$ cat config.mk
export PLATFORM = sky130hd
export DESIGN_NAME = eth_rx_filter
export DESIGN_NICKNAME = d
export VERILOG_FILES = /design/src/rtl/eth_rx_filter_pkg.sv /design/src/rtl/eth_rx_crc32.sv /design/src/rtl/eth_rx_addr_match.sv /design/src/rtl/eth_rx_word_packer.sv /design/src/rtl/eth_rx_filter.sv
export SDC_FILE = /design/constraint.sdc
export NUM_CORES = 1
export LEC_CHECK = 0
export CORE_MARGIN = 3
export CORE_UTILIZATION = 47
export CTS_BUF_LIST = sky130_fd_sc_hd__clkbuf_4 sky130_fd_sc_hd__clkbuf_8 sky130_fd_sc_hd__clkbuf_16
export DETAILED_ROUTE_END_ITERATION = 10
export GPL_TIMING_DRIVEN = 0
export PLACE_DENSITY = 0.68
export SLEW_MARGIN = 25
export SYNTH_ARGS = -nofsm -noshare
export SYNTH_HDL_FRONTEND = slang
export SYNTH_HIERARCHICAL = 1
export SYNTH_SLANG_ARGS = --single-unit
$ cat constraint.sdc
create_clock -name clk -period 6.4 [get_ports clk]
set_input_delay 1.28 -clock clk [delete_from_list [all_inputs] [get_ports clk]]
set_output_delay 1.28 -clock clk [all_outputs]
set_load 0.05 [all_outputs]
$ cat src/rtl/eth_rx_filter_pkg.sv
package eth_rx_filter_pkg;

  localparam int unsigned MAC_OCTETS = 6;
  localparam int unsigned LANES      = 4;
  localparam logic [31:0] CRC_POLY_REFL = 32'hEDB88320;
  localparam logic [31:0] CRC_RESIDUE   = 32'hC704DD7B;

  function automatic logic [31:0] bit_rev32(input logic [31:0] v);
    logic [31:0] r;
    for (int i = 0; i < 32; i++) r[i] = v[31-i];
    return r;
  endfunction

  // One octet of reflected CRC-32, LSB of the octet first.
  function automatic logic [31:0] crc_step(input logic [31:0] c, input logic [7:0] d);
    logic [31:0] r;
    r = c;
    for (int i = 0; i < 8; i++)
      r = (r >> 1) ^ (CRC_POLY_REFL & {32{r[0] ^ d[i]}});
    return r;
  endfunction

endpackage

$ cat src/rtl/eth_rx_crc32.sv
module eth_rx_crc32
  import eth_rx_filter_pkg::*;
(
  input  logic       clk,
  input  logic       rst,
  input  logic       octet_vld,
  input  logic       start,
  input  logic [7:0] octet,
  output logic       crc_ok
);
  // Residue as seen in a reflected shift register.
  localparam logic [31:0] RESID_REFL = bit_rev32(CRC_RESIDUE);

  logic [31:0] crc_q, crc_seed, crc_nx;

  assign crc_seed = start ? '1 : crc_q;
  assign crc_nx   = crc_step(crc_seed, octet);
  assign crc_ok   = (crc_nx == RESID_REFL);

  always_ff @(posedge clk) begin
    if (rst)            crc_q <= '1;
    else if (octet_vld) crc_q <= crc_nx;
  end

endmodule

$ cat src/rtl/eth_rx_addr_match.sv
module eth_rx_addr_match
  import eth_rx_filter_pkg::*;
(
  input  logic        clk,
  input  logic        rst,
  input  logic        octet_vld,
  input  logic        start,
  input  logic [7:0]  octet,
  input  logic [47:0] station_addr,
  output logic        addr_ok
);
  localparam int IDX_W = $clog2(MAC_OCTETS + 1);
  localparam int TAB_N = 2 ** IDX_W;
  localparam logic [IDX_W-1:0] IDX_FULL = IDX_W'(MAC_OCTETS);
  localparam logic [IDX_W-1:0] IDX_LAST = IDX_W'(MAC_OCTETS - 1);

  logic [7:0] oct_tab [TAB_N];

  // First received octet sits in the top byte of station_addr.
  for (genvar g = 0; g < TAB_N; g++) begin : g_tab
    if (g < MAC_OCTETS) begin : g_real
      assign oct_tab[g] = station_addr[8*(MAC_OCTETS-g)-1 -: 8];
    end else begin : g_pad
      assign oct_tab[g] = 8'h00;
    end
  end

  logic [IDX_W-1:0] idx_q, idx_cur;
  logic             match_q, match_cur, oct_hit, match_nx;

  always_comb begin
    idx_cur   = start ? '0 : idx_q;
    match_cur = start ? 1'b1 : match_q;
    oct_hit   = (idx_cur >= IDX_FULL) || (octet == oct_tab[idx_cur]);
    match_nx  = match_cur && oct_hit;
    addr_ok   = match_nx && (idx_cur >= IDX_LAST);
  end

  always_ff @(posedge clk) begin
    if (rst) begin
      idx_q   <= '0;
      match_q <= 1'b0;
    end else if (octet_vld) begin
      match_q <= match_nx;
      idx_q   <= (idx_cur == IDX_FULL) ? idx_cur : idx_cur + IDX_W'(1);
    end
  end

endmodule

$ cat src/rtl/eth_rx_word_packer.sv
module eth_rx_word_packer
  import eth_rx_filter_pkg::*;
#(
  parameter int unsigned AW = 6
) (
  input  logic          clk,
  input  logic          rst,
  input  logic          clr,
  input  logic          octet_vld,
  input  logic          start,
  input  logic          busy,
  input  logic          last,
  input  logic          keep,
  input  logic          abort,
  input  logic [7:0]    octet,
  output logic          we,
  output logic [AW-1:0] waddr,
  output logic [31:0]   wdata,
  output logic [AW-1:0] commit_ptr
);
  localparam int LANE_W = $clog2(LANES);
  localparam logic [LANE_W-1:0] LANE_TOP = LANE_W'(LANES - 1);

  logic [AW-1:0]     spec_q, frame_base_q, base_c, ptr_cur, rb_ptr;
  logic [LANE_W-1:0] lane_q, lane_cur;
  logic [31:0]       acc_q, word_c;
  logic              flush, pend_q;

  always_comb begin
    base_c   = busy ? frame_base_q : spec_q;   // restart rolls back
    ptr_cur  = start ? base_c : spec_q;
    lane_cur = start ? '0 : lane_q;
    word_c   = start ? '0 : acc_q;
    word_c[{lane_cur, 3'b000} +: 8] = octet;
    flush    = last || (lane_cur == LANE_TOP);
    rb_ptr   = start ? base_c : frame_base_q;
  end

  always_ff @(posedge clk) begin
    if (rst || clr) begin
      spec_q       <= '0;
      frame_base_q <= '0;
      lane_q       <= '0;
      acc_q        <= '0;
      pend_q       <= 1'b0;
      commit_ptr   <= '0;
      we           <= 1'b0;
      waddr        <= '0;
      wdata        <= '0;
    end else begin
      we     <= 1'b0;
      pend_q <= 1'b0;
      if (pend_q) commit_ptr <= spec_q;
      if (abort) begin
        spec_q <= frame_base_q;
        lane_q <= '0;
        acc_q  <= '0;
      end else if (octet_vld) begin
        if (start) frame_base_q <= base_c;
        if (flush) begin
          we     <= 1'b1;
          waddr  <= ptr_cur;
          wdata  <= word_c;
          acc_q  <= '0;
          lane_q <= '0;
          spec_q <= ptr_cur + AW'(1);
        end else begin
          acc_q  <= word_c;
          lane_q <= lane_cur + LANE_W'(1);
          spec_q <= ptr_cur;
        end
        if (last) begin
          if (keep) pend_q <= 1'b1;
          else      spec_q <= rb_ptr;
        end
      end
    end
  end

  AST_REJECT_HOLDS_PTR: assert property (@(posedge clk) disable iff (rst || clr)
    (octet_vld && last && !keep && !pend_q) |=> ##1 $stable(commit_ptr));

endmodule

$ cat src/rtl/eth_rx_filter.sv
module eth_rx_filter
  import eth_rx_filter_pkg::*;
#(
  parameter  int unsigned FIFO_DEPTH = 64,
  localparam int unsigned AW         = $clog2(FIFO_DEPTH)
) (
  input  logic          clk,
  input  logic          rst,
  input  logic          rx_en,
  input  logic          crc_reject_en,
  input  logic          fifo_clr_req,
  input  logic [47:0]   station_addr,
  input  logic          rx_valid,
  input  logic          rx_sof,
  input  logic          rx_eof,
  input  logic [7:0]    rx_data,
  output logic          fifo_we,
  output logic [AW-1:0] fifo_waddr,
  output logic [31:0]   fifo_wdata,
  output logic [AW-1:0] fifo_wptr,
  output logic          rx_err_irq
);
  logic in_frame_q, clr, start, abort, octet_vld, last, keep;
  logic crc_ok, addr_ok;

  assign clr       = fifo_clr_req && !rx_en;
  assign start     = rx_valid && rx_sof && rx_en;
  assign abort     = rx_valid && rx_sof && !rx_en && in_frame_q;
  assign octet_vld = start || (rx_valid && !rx_sof && in_frame_q);
  assign last      = octet_vld && rx_eof;
  assign keep      = rx_en && addr_ok && (crc_ok || !crc_reject_en);

  always_ff @(posedge clk) begin
    if (rst || clr) begin
      in_frame_q <= 1'b0;
      rx_err_irq <= 1'b0;
    end else begin
      rx_err_irq <= last && rx_en && crc_reject_en && !crc_ok;
      if (abort)          in_frame_q <= 1'b0;
      else if (octet_vld) in_frame_q <= !rx_eof;
    end
  end

  eth_rx_crc32 i_crc (
    .clk(clk), .rst(rst), .octet_vld(octet_vld), .start(start),
    .octet(rx_data), .crc_ok(crc_ok)
  );

  eth_rx_addr_match i_addr (
    .clk(clk), .rst(rst), .octet_vld(octet_vld), .start(start),
    .octet(rx_data), .station_addr(station_addr), .addr_ok(addr_ok)
  );

  eth_rx_word_packer #(.AW(AW)) i_pack (
    .clk(clk), .rst(rst), .clr(clr), .octet_vld(octet_vld), .start(start),
    .busy(in_frame_q), .last(last), .keep(keep), .abort(abort), .octet(rx_data),
    .we(fifo_we), .waddr(fifo_waddr), .wdata(fifo_wdata), .commit_ptr(fifo_wptr)
  );

  AST_IRQ_CAUSE: assert property (@(posedge clk) disable iff (rst)
    rx_err_irq |-> $past(rx_valid && rx_eof && rx_en && crc_reject_en));

  AST_CLR_ZEROES: assert property (@(posedge clk) disable iff (rst)
    (fifo_clr_req && !rx_en) |=> (fifo_wptr == '0 && !fifo_we));

  AST_WE_FROM_OCTET: assert property (@(posedge clk) disable iff (rst)
    fifo_we |-> $past(rx_valid));

endmodule

==> results, run 1 <==
- The kind of end point of the critical path is a flop.
- In the final layout, the share of cells above drive strength 1 is 10.4%.
- The routed layout has a little over 7000 vias.
- The final antenna diode count is 0.
- Buffers added to address setup during post-CTS repair amount to 0.
- The worst clock skew on the final layout is 0.00725 ns.
- The worst min-delay path category is flop to flop.
- Counting flops with an async set or reset pin after synthesis yields a share of 0%.
- The HPWL after detailed placement is 16900 um.
- In this run the power density over the cells is 251 nW/um^2.
- The clock tree synthesis step divided the H-tree into 4 levels.
- The smallest clock period supported by the final layout is computed as 5.92 ns.
- Of all nets on the critical path, the largest fanout is 10.
- The ratio of final minimum period to clock period is 92.6%.
- For this run, the post-layout net count is roughly 1100.
- The post-cts gate resize count is 0.
- Row generation in the floorplan step produced 46 rows.
- By area, the combinational part of the netlist is dominated by compound AO/OA/AOI/OAI gates.
- The area of the mapped netlist is 7970 sq um.
- The most common library cell in the layout ignoring fill and taps is sky130_fd_sc_hd__nor2_1.
- For this run, design rule violations remaining after detail routing come to 0.
- The fraction of the mapped netlist area in simple logic gates is 18.9%.
- The wire length after detailed routing is approximately 23000 um.
- The final RePlAce weighted congestion is around 0.94.
- The worst-case setup slack after placement is 0.216 ns.
- The instance area after placement is between 9000 and 10000 sq um.
- The synthesized netlist devotes 21.5% of its cell area to compound gates.
- TritonCTS built the clock tree.
- The first global-routing pass estimated 37300 um of wire.
- The number of I/O pins is 110.
- Synthesis instantiated 84 different standard cells from the library.
- The headroom to the max-slew limit is 53.6%.
- For this run, the register share of the synthesized area comes to 32.7%.
- The startpoint type of the worst setup path is a primary input.
- The clock drives 130 sinks.
- The final setup TNS is 0 ns.
- For the pin with the worst max-slew slack, the measured transition is 0.694 ns.
- The synthesized netlist devotes 14.4% of its cell area to XOR and XNOR gates.
- The number of antenna violations at the first check in global routing came to 0.
- The run finished with clean final reports.
- Counting flops with a built-in enable in the synthesized netlist gives 0.
- After global routing the overflow that remains totals 0.
- The finished layout cell area is 9940 sq um.
- In the synthesized netlist the dominant register cell turns out to be sky130_fd_sc_hd__dfxtp_1.
- In the global route stage, overall resource usage came out at 25.5%.
- The Yosys step of the flow raised 6 warnings.
- The number of instances in the synthesized netlist is 923.
- The total of buffers placed on input and output ports is 109.
- The area of the core is 16200 sq um.
- The TritonCTS buffer count is 17.
- Timing would allow up to 0.169 GHz.
- The die covers 18600 sq um.
- The clock-pin slew on the worst setup and hold paths is 0.06 ns.
- The buffer levels on the longest clock path is 2.
- The die height is approximately 140 um.
- Hold repair after CTS inserted 0 buffers.
- The clock latency at the later pin of the worst-skew pair is roughly 0.43 ns.
- Data on the critical path arrives at its endpoint at between 6 and 7 ns.
- The number of nets handed over by synthesis was 998.
- Setup repair after global routing left no endpoint under its margin.
- The adder and majority gate portion of the synthesized area is 1.73%.
- The number of detailed-route iterations in the first pass is 5.
- The worst-case vdd ir drop is 226 uV.
- The top cell types in the final layout, fill and taps aside, are sky130_fd_sc_hd__nor2_1 (143), sky130_fd_sc_hd__dfxtp_1 (130), sky130_fd_sc_hd__clkdlybuf4s50_1 (109).
- By startpoint and endpoint, the worst setup path is classified as primary input to flop.
- Using the TritonRoute via totals, the vias-per-cell ratio works out to 5.69.
- The synthesized area per cell is 8.63 sq um.
- The count of final max-slew check failures is 0.
- In the final routed layout, each cell accounts on average for 18.3 um.
- The starting utilization of the core area is 49.1%.
- The required time reported for the critical path endpoint is 6.71 ns.
- The leakage power total is 0.00362 uW.
- The portion of synthesized area spent on multiplexers is 4.63%.
- In this run, the number of DRC markers left after iteration 0 of detailed routing was 773.
- The count of endpoints failing setup in the final report is 0.
- Across the run, the number of max-cap violations was 0.
- The slack of the critical path is 0.476 ns.
- The flip-flop and latch count after synthesis is 130.
- The detail route stage leaves a number of antenna-violating nets equal to 0.
- The number of hold-slack violations in the final timing report is 0.
- Relative to the synthesized area, the layout overhead comes to 24.8%.
- The number of global-route vias before repair came to 6968.
- The library cell used as clock root buffer is sky130_fd_sc_hd__clkbuf_16.
- The worst reg-to-reg setup slack is 2.26 ns.
- The width of the chip is 136 um.
- The largest net degree at the start of global routing is 17.
==> state kept, by name, summed over array words and instances, names as in the netlist <==
| register | count |
|---|---|
| i_addr/idx_q | 3 |
| i_addr/match_q | 1 |
| i_crc/crc_q | 32 |
| i_pack/acc_q | 32 |
| i_pack/commit_ptr | 6 |
| i_pack/frame_base_q | 6 |
| i_pack/lane_q | 2 |
| i_pack/pend_q | 1 |
| i_pack/spec_q | 6 |
| i_pack/waddr | 6 |
| i_pack/wdata | 32 |
| i_pack/we | 1 |
| in_frame_q | 1 |
| rx_err_irq | 1 |
==> synth_stat cells, types with 7 or more instances <==
cell | count | area share, %
sky130_fd_sc_hd__xnor2_1 | 59 | 6.5
sky130_fd_sc_hd__buf_6 | 9 | 1.3
sky130_fd_sc_hd__dfxtp_1 | 130 | 33
sky130_fd_sc_hd__xor2_1 | 23 | 2.5
sky130_fd_sc_hd__nand3_1 | 14 | 0.88
sky130_fd_sc_hd__mux2i_1 | 32 | 4.0
sky130_fd_sc_hd__nand2b_1 | 11 | 0.86
sky130_fd_sc_hd__buf_4 | 10 | 0.94
sky130_fd_sc_hd__nor2_1 | 143 | 6.7
sky130_fd_sc_hd__a21oi_1 | 32 | 2.0
sky130_fd_sc_hd__inv_1 | 10 | 0.47
sky130_fd_sc_hd__nand2_1 | 57 | 2.7
sky130_fd_sc_hd__a211o_1 | 8 | 0.88
sky130_fd_sc_hd__xnor3_1 | 10 | 2.8
sky130_fd_sc_hd__a22oi_1 | 67 | 6.3
sky130_fd_sc_hd__ha_1 | 11 | 1.7
sky130_fd_sc_hd__nor3b_1 | 7 | 0.66
sky130_fd_sc_hd__o22ai_1 | 7 | 0.55
sky130_fd_sc_hd__nor3_1 | 14 | 0.88
sky130_fd_sc_hd__a211oi_1 | 41 | 3.9
sky130_fd_sc_hd__nor2b_1 | 9 | 0.71
sky130_fd_sc_hd__and3_1 | 10 | 0.79
sky130_fd_sc_hd__buf_2 | 17 | 1.1
sky130_fd_sc_hd__clkbuf_1 | 39 | 1.8
sky130_fd_sc_hd__o21ai_0 | 37 | 2.3
==> layer usage <==
| metal | track usage, % | wire, um | vias up |
|---|---|---|---|
| li1 | - | - | 3560 |
| met1 | 35.4 | 10600 | 3430 |
| met2 | 40.7 | 11000 | 253 |
| met3 | 3.74 | 1340 | 35 |
| met4 | 8.85 | 480 | 0 |
| met5 | 0 | 0 | - |
==> stage by stage <==
step,hold slack [ns],std cells,util [%],power (uW)
floorplan,0.441,923,-,1330
global placement,0.454,1248,57.5,1490
detailed placement,0.463,1248,57.5,1490
CTS,0.472,1280,61.3,2500
global route,0.500,1280,61.3,2590
finish,0.473,1280,61.3,2500
==> cell type report <==
type                    instances  area (sq um)
well taps                     216           270
repair buffers                109          1090
inverters                      15          57.6
clock buffers                  17           425
flip-flops and latches        130          2600
fillers                      1462          6290
plain buffers                  79           434
clock inverters                15           188
multi-input cells             699          4870
==> logic make-up after synthesis <==
group,after synthesis
flops,130
mux,36
simple gates,310
buf+inv,94
xor+xnor,103
fa+ha+maj,11
compound gates,239
==> critical path, cell delays in order <==
cell and delay (ns):
sky130_fd_sc_hd__clkdlybuf4s50_1 0.59, sky130_fd_sc_hd__and3_1 0.63, sky130_fd_sc_hd__buf_6 0.23, sky130_fd_sc_hd__clkinv_1 0.36, sky130_fd_sc_hd__nand2_1 0.20, sky130_fd_sc_hd__xor2_1 0.33, sky130_fd_sc_hd__o21ai_0 0.19, sky130_fd_sc_hd__a2111oi_0 0.47
sky130_fd_sc_hd__o2111ai_1 0.26, sky130_fd_sc_hd__nor4_2 0.29, sky130_fd_sc_hd__nand2b_1 0.22, sky130_fd_sc_hd__and3_1 0.26, sky130_fd_sc_hd__nand2b_1 0.31, sky130_fd_sc_hd__o22ai_1 0.15, sky130_fd_sc_hd__a22oi_1 0.21, sky130_fd_sc_hd__a2bb2oi_1 0.18
sky130_fd_sc_hd__nand2_1 0.06
==> where the power goes <==
group / internal [uW] / total (uW) / switching [uW]
combinational: 290 / 634 / 344
sequential: 832 / 850 / 17.7
clock: 594 / 1010 / 419
==> path summary, 6_finish.rpt <==
check,from,end,cells after the start
worst max-delay path,rx_en,i_pack/spec_q[5],17
worst max register to register,i_crc/crc_q[1],i_pack/spec_q[5],18
worst min-delay path,i_pack/lane_q[1],i_pack/lane_q[1],2
worst min register to register,i_pack/lane_q[1],i_pack/lane_q[1],2
No activity file was read; power rests on OpenSTA's default activity.
==> run 2, diff against run 1 <==
- CORE_MARGIN: 3 -> 5
- clock period: 6.4 -> 7.6 ns (I/O delays scaled with it)
==> results, run 2 (same netlist as run 1, synthesis figures left out) <==
- The clock-pin slew on the worst setup and hold paths is 0.06 ns (about the same).
- The utilization after layout is 59.8% (-1.4 points).
- The biggest fanout along the worst timing path came to 10 (unchanged).
- The internal power came to 1390 uW (-19%).
- The count of placed standard cells in the final layout, fillers left out was 1284 (+0.31%).
- The number of hold buffers added after CTS came to 0 (unchanged).
- The number of detailed-route iterations in the first pass is 5 (unchanged).
- The number of placed instances, taps included is 1252 (+0.32%).
- Traced cell by cell, the critical path runs through clkdlybuf4s50_1, and3_1, buf_6, buf_6, buf_2, nor3_1, nor4_1, nand4_1, a2111oi_0, o2111ai_1, nor4_2, nand2b_1, and3_1, nand2b_1, o22ai_1, a22oi_1, a2bb2oi_1, nand2_1.
- The combined buffer and inverter count along the critical path is 4 (+1).
- The number of maximum-capacitance constraint violations is 0 (unchanged).
- The clock share of power is 39.2% (-1.4 points).
- The die height is 140 um (+2.9%).
- The run finished with clean final reports.
- The floorplan die area was 19700 sq um (+6.0%).
- The startpoint identified for the worst register-to-register timing path is i_crc/crc_q[2].
- The worst setup path is captured at a flop.
- The worst min-delay path category is flop to flop.
- The final antenna diode count is 0 (unchanged).
- The library cells used most frequently in the layout, excluding fill and tap cells, are sky130_fd_sc_hd__nor2_1 (143), sky130_fd_sc_hd__dfxtp_1 (130), sky130_fd_sc_hd__clkdlybuf4s50_1 (109).
- The sum of net half-perimeters after detailed placement was 17100 um (+1.4%).
- The headroom to the max-slew limit is 51.3% (-2.3 points).
- The proportion of layout cells with a drive suffix above 1 is 10.4% (unchanged).
- The ratio of final minimum period to clock period is around four fifths.
- The worst-case vdd ir drop is 162 uV (-28%).
- The slew at the pin closest to its max-slew limit is 0.728 ns (+0.0346 ns).
- The buffer levels on the longest clock path was 2 (unchanged).
- The area of the core came to 16600 sq um (+2.2%).
- STA classifies the critical path startpoint as a primary input.
- The worst clock skew on the final layout is 0.0104 ns (+0.00317 ns).
- The worst reg-to-reg setup slack is 3.56 ns (+1.30 ns).
- The required time reported for the critical path endpoint is 7.91 ns (+1.20 ns).
- The count of final max-slew check failures came to 0 (unchanged).
- The post-detailed-route DRC marker count was 0 (unchanged).
- The post-cts gate resize count was 0 (unchanged).
- The kind of cell with the highest combined delay along the critical path is simple AND/OR/NAND/NOR gates.
- The post-CTS setup buffer count came to 0 (unchanged).
- The signed area change from the synthesized netlist to the final layout is 24.5%.
- The starting utilization of the core area is 48.1% (-1.0 points).
- The switching power is 668 uW (-14%).
- The power share of the sequential group is 34.9% (+0.9 points).
- The width of the chip is 140 um (+2.9%).
- The fmax is 0.166 GHz.
- The total global routing track utilization is 23.8% (-1.8 points).
- The TritonCTS buffer count was 17 (unchanged).
- Setup repair after global routing left no endpoint under its margin.
- The number of I/O pins is 110 (unchanged).
- The hold path startpoint is i_pack/lane_q[1].
- The capture endpoint of the worst hold path is i_pack/lane_q[1].
- The worst-path cell with the longest stage delay is sky130_fd_sc_hd__and3_1.
- The post-detailed-route wirelength per cell is 18.4 um (+0.33%).
- TritonCTS built the clock tree.
- The number of antenna violations at the first check in global routing is 0 (unchanged).
- The global route total overflow is 0 (unchanged).
- The largest registers in the layout are i_crc/crc_q (32), i_pack/acc_q (32), i_pack/wdata (32).
- The count of endpoints failing setup in the final report is 0 (unchanged).
- The wire length after detailed routing came to 23600 um (+0.64%).
- The first-pass GRT wire length is 37700 um (+1.2%).
- The largest stage delay on the critical path is 0.65 ns (+0.02 ns).
- The average via count per standard cell came to 5.71 (+0.39%).
- The total of buffers placed on input and output ports was 109 (unchanged).
- The final antenna-violating net count is 0 (unchanged).
- The final RePlAce weighted congestion is 0.933 (-0.73%).
- The power share of the combinational group is 25.9% (+0.5 points).
- The total power density per cell area was 207 nW/um^2 (-18%).
- The terminus of the critical flop-to-flop path is i_pack/spec_q[5].
- The deepest level of the CTS H-tree is 4 (unchanged).
- The depth of the worst hold-timing path is 2 (unchanged).
- The leakage power total is 0.00361 uW (-0.40%).
- The fraction of power spent switching nets came to 32.5% (+1.2 points).
- The worst setup path is of the primary input to flop kind.
- The largest net degree at the start of global routing is 17 (unchanged).
- The net count reported at finish is 1126 (unchanged).
- The final setup TNS is 0 ns (unchanged).
- The number of hold-slack violations in the final timing report is 0 (unchanged).
- The power after layout is 2050 uW (-18%).
- The number of global-route vias before repair is 7117 (+2.1%).
- The count of vias placed by the detailed router is 7329 (+0.70%).
- The library cell used as clock root buffer is sky130_fd_sc_hd__clkbuf_16.
- The total number of placement rows is 47 (+2.2%).
- The arrival time of the worst setup path came to 6.32 ns (+0.08 ns).
- After layout, the minimum clock period comes to 6.01 ns.
- The worst reg-to-reg path cell count came to 15 (-3).
- Leaving out fill and tap cells, the most frequent cell in the layout is sky130_fd_sc_hd__nor2_1.
- The violation count after the first detailed-route iteration came to 710 (-8.2%).
- The count of clock tree sinks is 130 (unchanged).
- The clock latency at the later pin of the worst-skew pair was 0.43 ns (about the same).
==> run 2: changes by cell type in the layout (fill, tap and decap cells not counted) <==
cell	delta
sky130_fd_sc_hd__clkinvlp_4	+1
sky130_fd_sc_hd__inv_6	-5
sky130_fd_sc_hd__inv_8	+6
sky130_fd_sc_hd__bufinv_16	-2
==> run 2: per-layer routing <==
layer,part of all wire [%],GRT usage (%),up-vias
met1,47,33.2,3502
met5,0,0,-
met3,4.7,3.85,42
met2,46,37.6,210
met4,2.4,7.85,0
li1,-,-,3575
==> run 2: worst max path at each step <==
stage | startpoint | to | slack (ns) | depth (start not counted)
3_3_place_gp | rx_en | i_pack/spec_q[5] | 1.24 | 17
2_1_floorplan | rx_valid | i_pack/spec_q[5] | 2.80 | 15
4_1_cts | rx_en | i_pack/spec_q[5] | 1.75 | 17
6_report | rx_en | i_pack/spec_q[5] | 1.59 | 18
3_5_place_dp | rx_en | i_pack/spec_q[5] | 1.27 | 17
5_1_grt | rx_en | i_pack/spec_q[4] | 1.32 | 18
==> run 2: layout make-up <==
cell class / count / area, sq um
timing repair buffer: 109 / 1090
tap: 220 / 275
clock inverter: 15 / 159
fill: 1518 / 6660
multi-input combinational: 699 / 4870
buffer: 79 / 434
clock buffer: 17 / 425
inverter: 15 / 57.6
sequential: 130 / 2600
==> run 2: worst reg2reg max path, cell delays in order (launching register included) <==
cell and delay (ns):
sky130_fd_sc_hd__dfxtp_1 0.30, sky130_fd_sc_hd__buf_4 0.17, sky130_fd_sc_hd__xnor2_1 0.39, sky130_fd_sc_hd__o21ai_0 0.25
sky130_fd_sc_hd__a211oi_2 0.26, sky130_fd_sc_hd__o21ai_0 0.16, sky130_fd_sc_hd__a2111oi_0 0.47, sky130_fd_sc_hd__o2111ai_1 0.27
sky130_fd_sc_hd__nor4_2 0.28, sky130_fd_sc_hd__nand2b_1 0.20, sky130_fd_sc_hd__and3_1 0.24, sky130_fd_sc_hd__nand2b_1 0.33
sky130_fd_sc_hd__o22ai_1 0.16, sky130_fd_sc_hd__a22oi_1 0.22, sky130_fd_sc_hd__a2bb2oi_1 0.17, sky130_fd_sc_hd__nand2_1 0.06
==> run 2: per-stage QoR <==
step,worst slack [ns],instance area [sq um],hold WS (ns)
5_1_grt,1.32,9920,0.506
4_1_cts,1.75,9920,0.469
2_1_floorplan,2.80,7970,0.441
3_5_place_dp,1.27,9340,0.459
3_3_place_gp,1.24,9340,0.457
6_report,1.59,9920,0.477
==> run 2: power groups by stage <==
stage               Sequential, uW  Combinational, uW  Clock [uW]
CTS                            716                528         818
global placement               731                524           0
global route                   718                573         853
finish                         716                532         806
floorplan                      732                387           0
detailed placement             731                525           0
==> run 3, diff against run 2 <==
- PLACE_DENSITY: 0.68 -> 0.71
- clock period: 7.6 -> 4.9 ns (I/O delays scaled with it)
==> results, run 3 (same netlist as run 1, synthesis figures left out) <==
- The flow ran to the end, and the final reports show no timing, DRC or antenna violations.
- The worst setup path is captured at a flop.
- The worst-case vdd ir drop was 264 uV (+63%).
- The worst reg-to-reg setup slack is 1.02 ns (-2.54 ns).
- In the finished design, the share of the clock period the worst path needs comes to 97.1%.
- The slew at the pin closest to its max-slew limit was 0.703 ns (-0.0252 ns).
- The number of maximum-capacitance constraint violations is 0 (unchanged).
- In the layout the commonest cells are sky130_fd_sc_hd__nor2_1 (143), sky130_fd_sc_hd__dfxtp_1 (130), sky130_fd_sc_hd__clkdlybuf4s50_1 (107).
- Traced cell by cell, the critical path runs through clkdlybuf4s50_1, and3_4, buf_6, buf_6, nor2_1, xnor2_1, or3b_1, a2111oi_2, o2111ai_1, nor4_2, nand2b_4, and3_1, nand2b_4, o22ai_1, a22oi_1, a2bb2oi_1, nand2_1.
- The final antenna-violating net count is 0 (unchanged).
- The clock-pin slew on the worst setup and hold paths is 0.06 ns (about the same).
- The area growth from synthesis to layout is 25.7%.
- The floorplan die area is 19700 sq um (unchanged).
- The count of endpoints failing setup in the final report is 0 (unchanged).
- The total power density per cell area is 321 nW/um^2 (+55%).
- The TritonCTS buffer count is 17 (unchanged).
- The biggest fanout along the worst timing path was 10 (unchanged).
- The worst hold slack after final layout is 0.480 ns (+0.00321 ns).
- The filler cell count is 1533 (+0.99%).
- The total of buffers placed on input and output ports came to 109 (unchanged).
- The final antenna diode count is 0 (unchanged).
- The combined flip-flop and latch cell area is 2600 sq um (unchanged).
- The startpoint type of the worst setup path is a primary input.
- The post-layout minimum cycle time is 4.76 ns.
- The final setup TNS is 0 ns (unchanged).
- The starting utilization of the core area came to 48.1% (unchanged).
- The required time reported for the critical path endpoint is 5.22 ns (-2.69 ns).
- The count of clock tree sinks is 130 (unchanged).
- The leakage power total is 0.00364 uW (+0.98%).
- The total number of placement rows was 47 (unchanged).
- The area of the core was 16600 sq um (unchanged).
- The proportion of layout cells with a drive suffix above 1 is 11.7% (+1.3 points).
- The final RePlAce weighted congestion was 0.934 (+0.12%).
- The clock latency at the later pin of the worst-skew pair came to 0.43 ns (about the same).
- The width of the chip was 140 um (unchanged).
- The footprint of the multi-input gates is 4930 sq um (+1.2%).
- The root buffer cell chosen for the clock tree is sky130_fd_sc_hd__clkbuf_16.
- The slack of the critical path is 0.142 ns (-1.45 ns).
- The number of antenna violations at the first check in global routing came to 1 (+1).
- The wire length after detailed routing is 23800 um (+1.1%).
- The number of I/O pins is 110 (unchanged).
- The worst min-delay path category is flop to flop.
- The largest net degree at the start of global routing came to 17 (unchanged).
- The arrival time of the worst setup path is 5.08 ns (-1.24 ns).
- The total global routing track utilization was 24.0% (+0.23 points).
- The worst-path cell with the longest stage delay is sky130_fd_sc_hd__clkdlybuf4s50_1.
- The sum of net half-perimeters after detailed placement is 16900 um (-0.94%).
- The buffer levels on the longest clock path was 2 (unchanged).
- Leaving out fill and tap cells, the most frequent cell in the layout is sky130_fd_sc_hd__nor2_1.
- The number of detailed-route iterations in the first pass is 5 (unchanged).
- The critical path is of the primary input to flop type.
- The power after layout was 3210 uW (+56%).
- The worst-case setup slack after placement is -0.964 ns (-2.23 ns).
- The number of global-route vias before repair was 7259 (+2.0%).
- The worst clock skew on the final layout is 0.00630 ns (-0.00411 ns).
- The violation count after the first detailed-route iteration was 678 (-4.5%).
- The number of hold-slack violations in the final timing report is 0 (unchanged).
- The average via count per standard cell is 5.82 (+1.9%).
- The first-pass GRT wire length is 38200 um (+1.2%).
- The largest stage delay on the critical path is 0.61 ns (-0.04 ns).
- The die height was 140 um (unchanged).
- The global route total overflow is 0 (unchanged).
- The headroom to the max-slew limit was 53.0% (+1.7 points).
- The count of vias placed by the detailed router is 7484 (+2.1%).
- Static timing analysis puts the maximum clock frequency at 0.210 GHz.
- The count of final max-slew check failures is 0 (unchanged).
- The largest registers in the layout are i_crc/crc_q (32), i_pack/acc_q (32), i_pack/wdata (32).
- The deepest level of the CTS H-tree is 4 (unchanged).
- TritonCTS built the clock tree.
- The post-detailed-route DRC marker count is 0 (unchanged).
- The post-detailed-route wirelength per cell is 18.5 um (+0.83%).
- The net count reported at finish came to 1129 (+0.27%).
## run 3: report_power, final
part	internal, uW	switching, uW
registers	1090	22.8
clock network	678	565
logic	389	469
## run 3: final timing paths
kind,startpoint,endpoint,cells past startpoint
setup / recovery,rx_sof,i_pack/spec_q[5],17
hold / removal,i_crc/crc_q[29],i_crc/crc_q[29],1
setup reg to reg,i_crc/crc_q[2],i_pack/spec_q[5],15
hold reg to reg,i_crc/crc_q[29],i_crc/crc_q[29],1
## run 3: timing repair
| item | 4_1_cts | 5_1_grt |
|---|---|---|
| cloned | 0 | 0 |
| hold buffers | 0 | 0 |
| setup buffers | 2 | 1 |
| pin swaps | 1 | 1 |
| resized for setup | 5 | 15 |
| setup endpoints to repair | 6 | 5 |
## run 3: area by class of cell
type | instances | share of cell area (%)
clock buffers | 17 | 4.25
plain buffers | 79 | 4.39
flip-flops and latches | 130 | 26.0
repair buffers | 112 | 11.2
inverters | 15 | 0.587
multi-input cells | 699 | 49.3
well taps | 220 | 2.75
clock inverters | 15 | 1.62
## run 3: metal layers
layer	vias to the layer above	GRT usage (%)	wire length, um
met5	-	0	13
met4	2	8.11	626
met3	68	5.39	1550
met2	311	37.6	10900
met1	3539	32.8	10700
li1	3564	-	-
## run 3: worst max-delay path, delay by kind of cell
family          cells  cell delay (ns)
simple gates        8             1.82
buf+inv             3             0.93
xor+xnor            1             0.20
compound gates      5             1.15
## run 3: stage by stage
stage / utilization, % / std cells / area (sq um)
2_1_floorplan: - / 923 / 7970
3_3_place_gp: 56.3 / 1252 / 9340
3_5_place_dp: 56.3 / 1252 / 9340
4_1_cts: 60.0 / 1286 / 9950
5_1_grt: 60.4 / 1287 / 10000
6_report: 60.4 / 1287 / 10000
